**config.mk**
```make
export PLATFORM = sky130hd
export DESIGN_NAME = fixed_off_chopper
export DESIGN_NICKNAME = d
export VERILOG_FILES = /design/src/rtl/fixed_off_chopper_pkg.sv /design/src/rtl/chop_seq.sv /design/src/rtl/chop_pattern.sv /design/src/rtl/chop_deadband.sv /design/src/rtl/fixed_off_chopper.sv
export SDC_FILE = /design/constraint.sdc
export NUM_CORES = 1
export LEC_CHECK = 0
export CELL_PAD_IN_SITES_DETAIL_PLACEMENT = 0
export CELL_PAD_IN_SITES_GLOBAL_PLACEMENT = 1
export CORE_AREA = 4 4 104 106
export DETAILED_ROUTE_END_ITERATION = 8
export DIE_AREA = 0 0 108 110
export GPL_TIMING_DRIVEN = 0
export PLACE_DENSITY = 0.78
export SLEW_MARGIN = 20
export SYNTH_ARGS = -nofsm -noshare
export SYNTH_HDL_FRONTEND = slang
export SYNTH_SLANG_ARGS = --single-unit
```
**constraint.sdc**
```tcl
create_clock -name clk -period 3.98 [get_ports clk]
set_clock_uncertainty 0.15 [all_clocks]
set_input_delay 0.796 -clock clk [delete_from_list [all_inputs] [get_ports clk]]
set_output_delay 0.796 -clock clk [all_outputs]
set_load 0.005 [all_outputs]
```
**src/rtl/fixed_off_chopper_pkg.sv**
```systemverilog
// Package: shared encodings for the fixed off-time chopper.
// Assumes: a leg request never asks for both switches at once.
package fixed_off_chopper_pkg;
    // Wanted state of one bridge leg: bit 1 = high switch, bit 0 = low switch
    localparam logic [1:0] LEG_OPEN = 2'b00;
    localparam logic [1:0] LEG_LOW  = 2'b01;
    localparam logic [1:0] LEG_HIGH = 2'b10;

    typedef enum logic {
        PH_ON  = 1'b0,
        PH_OFF = 1'b1
    } chop_phase_e;
endpackage

```
**src/rtl/chop_seq.sv**
```systemverilog
// Module: chop_seq
// Sequences on-periods and fixed off-times. It counts blanking cycles at the
// start of each on-period, samples the off-time length and the decay request
// when a trip is accepted, and flags the fast-decay part of a mixed off-time.
// Assumes: BLANK_CYC >= 1; trip is already synchronous to clk.
module chop_seq
    import fixed_off_chopper_pkg::*;
#(
    parameter int OFF_W     = 16,
    parameter int BLANK_CYC = 4
) (
    input  logic             clk,
    input  logic             rst_n,
    input  logic             hold,
    input  logic             trip,
    input  logic             mixed_in,
    input  logic [OFF_W-1:0] off_in,
    output logic             in_off,
    output logic             is_fast
);
    localparam int BW = $clog2(BLANK_CYC + 1);
    localparam int FW = OFF_W + 3;

    chop_phase_e      phase_q;
    logic [BW-1:0]    blank_q;
    logic [OFF_W-1:0] oc_q;
    logic [OFF_W-1:0] len_q;
    logic             mix_q;

    logic             blank_done;
    logic             off_last;
    logic [FW-1:0]    prod;
    logic [OFF_W-1:0] fast_n;

    // Derive blanking status, end of off-time and the fast-decay boundary
    always_comb begin
        blank_done = (blank_q >= BW'(BLANK_CYC));
        off_last   = (({1'b0, oc_q} + {{OFF_W{1'b0}}, 1'b1}) >= {1'b0, len_q});
        prod       = {3'b000, len_q} * FW'(5);
        fast_n     = {1'b0, prod[FW-1:4]};
        in_off     = (phase_q == PH_OFF);
        is_fast    = in_off && mix_q && (oc_q < fast_n);
    end

    // Advance the on/off phase and its counters
    always_ff @(posedge clk) begin
        if (!rst_n || hold) begin
            phase_q <= PH_ON;
            blank_q <= '0;
            oc_q    <= '0;
            len_q   <= '0;
            mix_q   <= 1'b0;
        end else if (phase_q == PH_ON) begin
            if (trip && blank_done) begin
                phase_q <= PH_OFF;
                oc_q    <= '0;
                len_q   <= off_in;
                mix_q   <= mixed_in;
            end else if (!blank_done) begin
                blank_q <= blank_q + BW'(1);
            end
        end else begin
            if (off_last) begin
                phase_q <= PH_ON;
                blank_q <= '0;
            end else begin
                oc_q <= oc_q + OFF_W'(1);
            end
        end
    end
endmodule

```
**src/rtl/chop_pattern.sv**
```systemverilog
// Module: chop_pattern
// Maps the chopper phase, polarity and decay part to a wanted state for each
// leg. Purely combinational.
// Assumes: is_fast is only high while in_off is high.
module chop_pattern
    import fixed_off_chopper_pkg::*;
(
    input  logic       pol,
    input  logic       in_off,
    input  logic       is_fast,
    input  logic       near_zero,
    input  logic       drv_off,
    output logic [1:0] want_a,
    output logic [1:0] want_b
);
    // Select drive, fast decay, slow decay or open for both legs
    always_comb begin
        if (drv_off) begin
            want_a = LEG_OPEN;
            want_b = LEG_OPEN;
        end else if (!in_off) begin
            want_a = pol ? LEG_HIGH : LEG_LOW;
            want_b = pol ? LEG_LOW  : LEG_HIGH;
        end else if (near_zero) begin
            want_a = LEG_OPEN;
            want_b = LEG_OPEN;
        end else if (is_fast) begin
            want_a = pol ? LEG_LOW  : LEG_HIGH;
            want_b = pol ? LEG_HIGH : LEG_LOW;
        end else begin
            want_a = LEG_LOW;
            want_b = LEG_LOW;
        end
    end
endmodule

```
**src/rtl/chop_deadband.sv**
```systemverilog
// Module: chop_deadband
// Registers one leg's wanted state and holds both gates open for DEAD_CYC
// cycles after every change of that state.
// Assumes: the wanted state never has both bits set; DEAD_CYC >= 1.
module chop_deadband
    import fixed_off_chopper_pkg::*;
#(
    parameter int DEAD_CYC = 2
) (
    input  logic       clk,
    input  logic       rst_n,
    input  logic [1:0] want,
    output logic       hi,
    output logic       lo
);
    localparam int DW = $clog2(DEAD_CYC + 1);

    logic [1:0]    cur_q;
    logic [DW-1:0] dt_q;

    // Capture a new wanted state and restart the dead-time count
    always_ff @(posedge clk) begin
        if (!rst_n) begin
            cur_q <= LEG_OPEN;
            dt_q  <= '0;
        end else if (want != cur_q) begin
            cur_q <= want;
            dt_q  <= DW'(DEAD_CYC);
        end else if (dt_q != '0) begin
            dt_q <= dt_q - DW'(1);
        end
    end

    // Drive the gates only once the dead-time has run out
    always_comb begin
        hi = (dt_q == '0) && cur_q[1];
        lo = (dt_q == '0) && cur_q[0];
    end
endmodule

```
**src/rtl/fixed_off_chopper.sv**
```systemverilog
// Module: fixed_off_chopper (top)
// Fixed off-time PWM chopper for one H-bridge phase: blanking, trip-started
// off-time, mixed or slow decay, zero-current rectifier cut-off, dead-time.
// Assumes: all inputs synchronous to clk; BLANK_CYC > DEAD_CYC so blanking
// covers the gate turn-on delay.
module fixed_off_chopper
    import fixed_off_chopper_pkg::*;
#(
    parameter int OFF_W     = 16,
    parameter int BLANK_CYC = 4,
    parameter int DEAD_CYC  = 2
) (
    input  logic             clk,
    input  logic             rst_n,
    input  logic             phase_pol,
    input  logic             decay_mixed,
    input  logic             trip,
    input  logic             drv_off,
    input  logic             near_zero,
    input  logic [OFF_W-1:0] off_cycles,
    output logic             gate_ah,
    output logic             gate_al,
    output logic             gate_bh,
    output logic             gate_bl
);
    localparam int NLEG = 2;

    logic       in_off;
    logic       is_fast;
    logic [1:0] want [NLEG];
    logic       hi   [NLEG];
    logic       lo   [NLEG];

    chop_seq #(
        .OFF_W     (OFF_W),
        .BLANK_CYC (BLANK_CYC)
    ) u_seq (
        .clk      (clk),
        .rst_n    (rst_n),
        .hold     (drv_off),
        .trip     (trip),
        .mixed_in (decay_mixed),
        .off_in   (off_cycles),
        .in_off   (in_off),
        .is_fast  (is_fast)
    );

    chop_pattern u_pat (
        .pol       (phase_pol),
        .in_off    (in_off),
        .is_fast   (is_fast),
        .near_zero (near_zero),
        .drv_off   (drv_off),
        .want_a    (want[0]),
        .want_b    (want[1])
    );

    for (genvar g = 0; g < NLEG; g++) begin : g_leg
        chop_deadband #(
            .DEAD_CYC (DEAD_CYC)
        ) u_db (
            .clk   (clk),
            .rst_n (rst_n),
            .want  (want[g]),
            .hi    (hi[g]),
            .lo    (lo[g])
        );
    end

    // Route leg outputs to named gate ports
    always_comb begin
        gate_ah = hi[0];
        gate_al = lo[0];
        gate_bh = hi[1];
        gate_bl = lo[1];
    end
endmodule

```
### Word-level counts from Yosys, hierarchy flattened

Index checks and enable logic that the tools add are counted.

| operators by class | value |
|---|---|
| add/sub/neg operators | 5 |
| multipliers | 1 |
| order comparisons | 3 |
| equality and inequality tests | 6 |
| multiplexer cells | 24 |
| bitwise gates (word level) | 2 |
| reduce and logical (&&, ||, !) cells | 21 |

Operators by type and width:

| kind | count |
|---|---|
| 16-bit 2-to-1 mux | 3 |
| 2-bit 2-to-1 mux | 14 |
| 16-bit by 3-bit multiplier with 19-bit output (second input constant) | 1 |
| 16-bit by 1-bit adder with 17-bit output (second input constant) | 1 |
| 17-bit by 16-bit >= comparator with 1-bit output | 1 |
| 16-bit by 1-bit adder with 16-bit output (second input constant) | 1 |
| 16-bit by 15-bit < comparator with 1-bit output | 1 |
| 3-bit 2-to-1 mux | 4 |
| 2-bit nonzero test | 5 |
| 1-bit logical AND | 7 |
| 2-bit zero test | 2 |
| 2-bit by 1-bit inequality test with 1-bit output (second input constant) | 2 |
| 2-bit inequality test | 2 |
| 2-bit inequality test (second input constant) | 2 |
| 2-bit AND reduction | 2 |
| 2-bit OR reduction | 2 |
| 2-bit by 1-bit subtractor with 2-bit output (second input constant) | 2 |
| 3-bit by 1-bit adder with 3-bit output (second input constant) | 1 |
| 3-bit >= comparator (second input constant) | 1 |
| 1-bit 2-to-1 mux | 3 |
| 3-bit AND reduction | 1 |
| 1-bit NOT | 2 |
| 1-bit zero test | 1 |
| 1-bit logical OR | 1 |

| storage, ports and cells | value |
|---|---|
| flip-flop bits (word level) | 45 |
| input bits | 23 |
| output and inout port bits | 4 |
| logic and storage cells | 73 |

### Depth between registers and ports, before layout

Gate-level depths: netlist of the first run.

| depth | value |
|---|---|
| depth in word-level cells | 9 |
| mapped depth | 16 |
| mapped depth without buffers | 16 |

### By module

A second synthesis of the first run with hierarchy kept.

| second synthesis, totals | value |
|---|---|
| cells, all modules | 449 |
| area, all modules | 3754.9 sq um |

Modules (own cells, without submodules):

| module | instances | cells each | area an instance (sq um) | seq. area each (sq um) |
|---|---|---|---|---|
| chop_seq | 1 | 409 | 3367.0 | 740.7 |
| chop_deadband | 2 | 14 | 156.4 | 80.1 |
| chop_pattern | 1 | 12 | 75.1 | 0.0 |

### Worst setup path after synthesis of the first run

No wires, ideal clock.

| timing | value |
|---|---|
| path type | flip-flop to flip-flop |
| start | register u_seq.len_q[2] |
| end | register g_leg[0].u_db.dt_q[1] |
| setup time | 0.115 ns |
| data arrival time | 3.426 ns |
| data required time | 3.715 ns |
| path slack | 0.289 ns |
| cell stages (with the launch flop) | 17 |
| buffers on the path | 0 |
| period minus slack after synthesis | 3.691 ns |
| path through | dfxtp_1 > ha_1 > inv_1 > fa_1 > nand2b_1 > a211oi_1 > o31ai_1 > a21oi_1 > nor2_1 > xor2_1 > ha_1 > nand4_1 > nor3_1 > o311ai_0 > nand3_1 > mux2_2 > o21a_1 |

| on the way | value |
|---|---|
| word-level cells in the longest chain between the ends | 9 |
| elaborated cells between the ends (all ways) | 10 |
| those cells by class | 1 x mul; 1 x order compare; 1 x eq/ne; 5 x mux; 2 x reduce/logical |

RTL lines:

| item | line | source |
|---|---|---|
| from (decl) | chop_seq.sv:27 | `logic [OFF_W-1:0] len_q;` |
| from (signal assigned) | chop_seq.sv:57 | `len_q <= off_in;` |
| 16-bit by 3-bit multiplier with 19-bit output * | chop_seq.sv:39 | `prod = {3'b000, len_q} * FW'(5);` |
| 16-bit by 15-bit < comparator with 1-bit output * | chop_seq.sv:42 | `is_fast = in_off && mix_q && (oc_q < fast_n);` |
| 1-bit logical AND * | chop_seq.sv:42 |  |
| 2-bit 2-to-1 mux * | chop_pattern.sv:27 | `end else if (is_fast) begin` |
| 2-bit 2-to-1 mux * | chop_pattern.sv:24 | `end else if (near_zero) begin` |
| 2-bit 2-to-1 mux * | chop_pattern.sv:21 | `end else if (!in_off) begin` |
| 2-bit 2-to-1 mux * | chop_pattern.sv:18 | `if (drv_off) begin` |
| 2-bit inequality test * | chop_deadband.sv:26 | `end else if (want != cur_q) begin` |
| 2-bit 2-to-1 mux or 2-bit nonzero test (tied branches) | - |  |
| to (signal assigned) | chop_deadband.sv:28 | `dt_q <= DW'(DEAD_CYC);` |
| to (signal assigned) | chop_deadband.sv:30 | `dt_q <= dt_q - DW'(1);` |
| to (decl) | chop_deadband.sv:19 | `logic [DW-1:0] dt_q;` |

Mark *: on every way between the ends. The rest lies on a longest branch, timed or not.
A chain may end at the register's enable or synchronous reset.

### Worst setup path in the final report of the first run

| timing | value |
|---|---|
| start | register u_seq.len_q[7] |
| end | register g_leg[0].u_db.dt_q[1] |

The elaborated chain is that of the path after synthesis.

==> results of run 1 <==
## power by group
| part | internal, mW | switching [mW] |
|---|---|---|
| registers | 0.453 | 0.00438 |
| logic | 0.0359 | 0.0299 |
| clock network | 0.183 | 0.166 |
| total | 0.672 | 0.201 |
## cells by family after synthesis
family                   synth area share
AND/OR/NAND/NOR                     0.249
AO/OA/AOI/OAI                       0.200
adder cells (fa/ha/maj)             0.192
buffers and inverters              0.0473
flip-flops                          0.232
XOR/XNOR                           0.0585
multiplexers                       0.0212
## what timing repair did
action,CTS,global route
setup buffers,1,4
pin swaps,4,15
resized for setup,10,35
setup endpoints to repair,6,14
## registers in the layout, summed over array words and instances (netlist names)
| register | flops |
|---|---|
| u_seq.oc_q | 16 |
| u_seq.mix_q | 1 |
| u_seq.in_off | 1 |
| u_seq.blank_q | 3 |
| g_leg.u_db.dt_q | 4 |
| u_seq.len_q | 16 |
| g_leg.u_db.cur_q | 4 |
## worst reg2reg max path: stages, from the launching register on
cell and delay [ns]:
dfxtp_2 0.35, ha_1 0.29, ha_1 0.36, a211oi_1 0.25, o21ai_0 0.14, o21bai_2 0.22
a21oi_2 0.10, o31ai_2 0.26, xor2_1 0.18, ha_1 0.26, and4b_2 0.28, a22oi_2 0.23
nand3_4 0.14, mux2_4 0.35, o21a_1 0.18
## worst max-delay path by stage
stage          cells past startpoint  slack, ns                                 end
2_1_floorplan                     16       0.29  g_leg[0].u_db.dt_q[1]$_SDFFE_PN0P_
3_3_place_gp                      16      -0.31  g_leg[0].u_db.dt_q[1]$_SDFFE_PN0P_
3_5_place_dp                      16      -0.33  g_leg[0].u_db.dt_q[1]$_SDFFE_PN0P_
4_1_cts                           14       0.02  g_leg[0].u_db.dt_q[1]$_SDFFE_PN0P_
5_1_grt                           14      -0.05  g_leg[1].u_db.dt_q[1]$_SDFFE_PN0P_
6_report                          14       0.14  g_leg[0].u_db.dt_q[1]$_SDFFE_PN0P_
## placed cells by master, fill, tap and decap left out, types with 8 or more instances in the layout
| master | synthesis | final |
|---|---|---|
| nor2_1 | 27 | 27 |
| ha_1 | 58 | 56 |
| o21ai_0 | 16 | 16 |
| a21oi_1 | 49 | 45 |
| clkbuf_1 | 11 | 11 |
| clkdlybuf4s50_1 | 0 | 26 |
| nand3_1 | 31 | 29 |
| a31oi_1 | 12 | 12 |
| dfxtp_2 | 0 | 8 |
| dfxtp_1 | 45 | 35 |
| xor2_1 | 11 | 11 |
| nand4_1 | 12 | 12 |
| and3_1 | 9 | 8 |
| nand2_1 | 70 | 70 |
| inv_1 | 25 | 25 |
| xnor2_1 | 15 | 15 |
## through the flow
stage	instance area, um2	power [mW]	std cells	util
floorplan	3890	0.497	502	-
global placement	4320	0.532	661	0.442
detailed placement	4320	0.534	661	0.442
CTS	4470	0.886	669	0.458
global route	4650	0.915	673	0.476
finish	4650	0.873	673	0.476
## cell type report
type                    count  area, um2
fillers                   982       5120
multi-input cells         412       2980
flip-flops and latches     45        918
repair buffers             31        298
well taps                 133        166
inverters                  25       93.8
plain buffers              20       90.1
clock buffers               5       68.8
clock inverters             2       35.0
## routing by layer
layer / up-vias / share of wire
met1: 1769 / 0.47
met3: 14 / 0.042
met4: 0 / 0.013
li1: 1902 / -
met5: - / 0
met2: 76 / 0.47
## synth_stat cells, drive strengths merged, types with 12 or more instances
| master | number | share of area |
|---|---|---|
| a21oi | 50 | 0.065 |
| a31oi | 12 | 0.019 |
| clkbuf | 12 | 0.012 |
| dfxtp | 45 | 0.23 |
| ha | 58 | 0.19 |
| inv | 25 | 0.024 |
| nand2 | 71 | 0.069 |
| nand3 | 31 | 0.040 |
| nand4 | 12 | 0.019 |
| nor2 | 27 | 0.026 |
| o21ai | 17 | 0.023 |
| xnor2 | 15 | 0.034 |
==> results.toml, run 1 <==
[sta]
fin_ws_ns = 0.139
fin_crit_ns = 3.84
finalCritPeriodShare = 0.965
fmax_ghz = 0.260
worstMarginPinSlew_ns = 0.954
hold_viol = 0
fin_setup_tns_ns = 0
slew_headroom = 0.362
setup_violations = 0
hold_slack_ns = 0.316
maxSlewViolCount = 0
rsz0062_at_grt = "true"

[hold_path]
holdCritPathClass = "reg2reg"
hold-path-cell-count = 2
min_to = "u_seq.mix_q$_SDFFE_PP0P_"
hp-start = "u_seq.mix_q$_SDFFE_PP0P_"

[critical_path]
worstSetupPathType = "reg2reg"
startpoint_type = "flip-flop"
cpPeakStageDelay_ns = 0.36
crit_start = "u_seq.len_q[7]$_SDFFE_PP0P_"
crit_chain = "ha_1 > ha_1 > a211oi_1 > o21ai_0 > o21bai_2 > a21oi_2 > o31ai_2 > xor2_1 > ha_1 > and4b_2 > a22oi_2 > nand3_4 > mux2_4 > o21a_1"
crit_arrival_ns = 3.90
r2r_slack_ns = 0.14
r2r_start = "u_seq.len_q[7]$_SDFFE_PP0P_"
critical_path.endpoint_type = "flip-flop"
crit_buf_inv = 0
crit_path_frequent_cell = "ha_1"
worst-path-max-fanout = 5
cp.required_ns = 4.04
timing.rr.end = "g_leg[0].u_db.dt_q[1]$_SDFFE_PN0P_"
worst-r2r-cell-count = 14
slowest_stage = "ha_1"
cp_top_family = "compound AO/OA/AOI/OAI gates"

[yosys]
synthCells = 502
ys_ff_latch = 45
netlist_area_um2 = 3890
yosys.cell_types.count = 59
yosys_warnings = 0
synth_edf_count = 0
yosys_most_used_dff = "dfxtp_1"
synth_seq_area_share = 0.232
synthArstFlopShare = 0
postSynthAreaPerCell_um2 = 7.75
syn-num-nets = 584

[place]
portBuffers = 26
place_ws_ns = -0.334
gp_congestion = 0.911
hpwl_um = 7970

[layout]
area_growth_pct = 19.7
nNetsFinal = 622
antenna_cells = 0
layout-drive-gt1-share = 0.126

[floorplan]
core_um2 = 9770
die-area_um2 = 11900
io_pins = 27
rows = 36
initial_utilization = 0.398
fp.dieW_um = 108
die_h_um = 110

[clock_tree]
cts_hold_buffers = 0
numCtsBuffers = 5
clk_pin_slew_ns = 0.09
cts_num_sinks = 45
cts_tree = "done"
clk_path_buf_depth = 2
htree_levels = 2
insertion_delay_ns = 0.30
root_buffer = "clkbuf_8"

[detailed_routing]
vias = 3761
vias_per_cell = 5.59
wl_per_cell_um = 15.5
drc_errors = 0
drtIter0Drc = 252
routed_wl_um = 10400
first_pass_iters = 5
antenna_left = 0

[power]
peakVddDrop_mv = 0.109
p_per_area_nw_per_um2 = 187
p_leak_nw = 1.90

[global_routing]
grtUsageMet1 = 0.242
use_met2 = 0.288
grt_pass1_wl_um = 16800
grt_start_max_net_pins = 14
grt_overflow = 0
grt_pass1_vias = 3438
use_met3 = 0.0320
antenna_found_initial = 0
top_usage_layer = "met2"
grt_usage = 0.177

[flow_run]
cap_violations = 0

[run_status]
status = "completed"
(Power assumes the default switching activity.)
==> inputs of run 2 (changes only) <==
--- a/config.mk
+++ b/config.mk
@@ -7,11 +7,11 @@
 export LEC_CHECK = 0
 export CELL_PAD_IN_SITES_DETAIL_PLACEMENT = 0
 export CELL_PAD_IN_SITES_GLOBAL_PLACEMENT = 1
-export CORE_AREA = 4 4 104 106
+export CORE_AREA = 4 4 96 98
 export DETAILED_ROUTE_END_ITERATION = 8
-export DIE_AREA = 0 0 108 110
+export DIE_AREA = 0 0 100 102
 export GPL_TIMING_DRIVEN = 0
-export PLACE_DENSITY = 0.78
+export PLACE_DENSITY = 0.87
 export SLEW_MARGIN = 20
 export SYNTH_ARGS = -nofsm -noshare
 export SYNTH_HDL_FRONTEND = slang
==> constraint.sdc (replaced) <==
create_clock -name clk -period 4.86 [get_ports clk]
set_clock_uncertainty 0.15 [all_clocks]
set_input_delay 0.972 -clock clk [delete_from_list [all_inputs] [get_ports clk]]
set_output_delay 0.972 -clock clk [all_outputs]
set_load 0.005 [all_outputs]
==> results.toml, run 2 (synthesis results as in run 1) <==
[global_routing]
antenna_found_initial = 0
grt_start_max_net_pins = 16
grt_usage = 0.207
grt_pass1_vias = 3572
grt_pass1_wl_um = 17000
grt_overflow = 0

[clock_tree]
cts_tree = "done"
htree_levels = 2
clk_pin_slew_ns = 0.10
cts_resized = 0
cts_num_sinks = 45
clk_path_buf_depth = 2
numCtsBuffers = 5
cts_hold_buffers = 0
post-cts-setup-buffer-count = 0
insertion_delay_ns = 0.31
root_buffer = "clkbuf_8"

[critical_path]
crit_arrival_ns = 4.39
crit_buf_inv = 1
crit_chain = "ha_1 > inv_1 > fa_1 > nand2b_1 > a211oi_1 > o31ai_1 > a21oi_1 > nor2_1 > xor2_1 > ha_1 > nand4_1 > nor3_1 > o311ai_0 > nand3_1 > mux2_2 > o21a_1"
cpPeakStageDelay_ns = 0.45
worstSetupPathType = "reg2reg"
critical_path.endpoint_type = "flip-flop"
cp_top_family = "compound AO/OA/AOI/OAI gates"
crit_path_frequent_cell = "ha_1"
slowest_stage = "fa_1"
startpoint_type = "flip-flop"
cp.required_ns = 4.93
worst-path-max-fanout = 6

[place]
place_area_um2 = 4290
place_ws_ns = 0.579
gp_congestion = 0.893
place_inst = 636
portBuffers = 26
hpwl_um = 7830

[floorplan]
io_pins = 27
fp.dieW_um = 100
die_h_um = 102
core_um2 = 8470
die-area_um2 = 10200
rows = 34
initial_utilization = 0.460

[power]
p_sw_mw = 0.177
p_per_area_nw_per_um2 = 166
swShare = 0.242
p_leak_nw = 1.84
peakVddDrop_mv = 0.102
p_clk_frac = 0.415
p_total_mw = 0.732
p_comb_frac = 0.071
intPower_mw = 0.555
pwr-share-seq = 0.513

[sta]
maxSlewViolCount = 0
fin_crit_ns = 4.32
rsz0062_at_grt = "false"
setup_violations = 0
fmax_ghz = 0.231
finalCritPeriodShare = 0.890
slew_headroom = 0.384
fin_ws_ns = 0.536
fin_setup_tns_ns = 0
worstMarginPinSlew_ns = 0.924
hold_viol = 0
hold_slack_ns = 0.328

[layout]
fin_area_um2 = 4400
final_common_cell = "nand2_1"
antenna_cells = 0
reg_top3 = "u_seq.len_q: 16 flops, u_seq.oc_q: 16 flops"
nNetsFinal = 617
nFillCells = 823
post-route-util = 0.520
stdcell_count = 644
layout-drive-gt1-share = 0.0522
area_growth_pct = 13.1
final_cell_mix = "nand2_1, ha_1, a21oi_1, dfxtp_1, nand3_1"

[hold_path]
holdCritPathClass = "reg2reg"

[run_status]
status = "completed"

[detailed_routing]
routed_wl_um = 10100
vias = 3735
antenna_left = 0
wl_per_cell_um = 15.6
drtIter0Drc = 197
first_pass_iters = 5
drc_errors = 0
vias_per_cell = 5.80

[flow_run]
cap_violations = 0
==> run 2: cell count changes in the layout (fill, tap and decap cells not counted), moves of 4 or more <==
cell     change
dfxtp_1     +10
nor3_1       +4
dfxtp_2      -8
a21oi_1      +4
nor3_2       -4
a21oi_2      -4
buf_4        -5
==> run 2: metal layers <==
metal  track usage  share of wire  vias to the layer above
li1              -              -                     1889
met1         0.277           0.48                     1748
met2         0.348           0.46                       82
met3        0.0300          0.046                       16
met4        0.0622          0.016                        0
met5             0              0                        -
==> run 2: worst register-to-register path, delay by kind of cell, from the launching register on <==
kind                     cells  cell delay [ns]
AO/OA/AOI/OAI                5             1.12
adder cells (fa/ha/maj)      3             1.08
AND/OR/NAND/NOR              5             0.88
multiplexers                 1             0.40
flip-flops                   1             0.37
XOR/XNOR                     1             0.15
buffers and inverters        1             0.06
==> run 2: final cells by class <==
cell class                 instances  area [um2]  area share
multi-input combinational        412        2810       0.637
tap                              108         135      0.0307
buffer                            20        90.1      0.0205
timing repair buffer              26         260      0.0591
clock buffer                       5        68.8      0.0156
sequential                        45         901       0.205
inverter                          25        93.8      0.0213
clock inverter                     3        46.3      0.0105
==> run 2: worst paths after layout <==
check                                                         from                                  to  slack (ns)  cells after the start
worst max-delay path                   u_seq.len_q[4]$_SDFFE_PP0P_  g_leg[0].u_db.dt_q[1]$_SDFFE_PN0P_        0.54                     16
worst min-delay path            g_leg[1].u_db.dt_q[0]$_SDFFE_PP0P_  g_leg[1].u_db.dt_q[0]$_SDFFE_PP0P_        0.33                      1
worst max register to register         u_seq.len_q[4]$_SDFFE_PP0P_  g_leg[0].u_db.dt_q[1]$_SDFFE_PN0P_        0.54                     16
worst min register to register  g_leg[1].u_db.dt_q[0]$_SDFFE_PP0P_  g_leg[1].u_db.dt_q[0]$_SDFFE_PP0P_        0.33                      1
==> run 2: power by group through the flow <==
stage | clock (mW) | sequential [mW] | combinational, mW
after floorplan | 0 | 0.384 | 0.0230
after global placement | 0 | 0.384 | 0.0506
after detailed placement | 0 | 0.385 | 0.0518
after CTS | 0.310 | 0.376 | 0.0522
after global routing | 0.327 | 0.377 | 0.0570
final | 0.304 | 0.376 | 0.0521
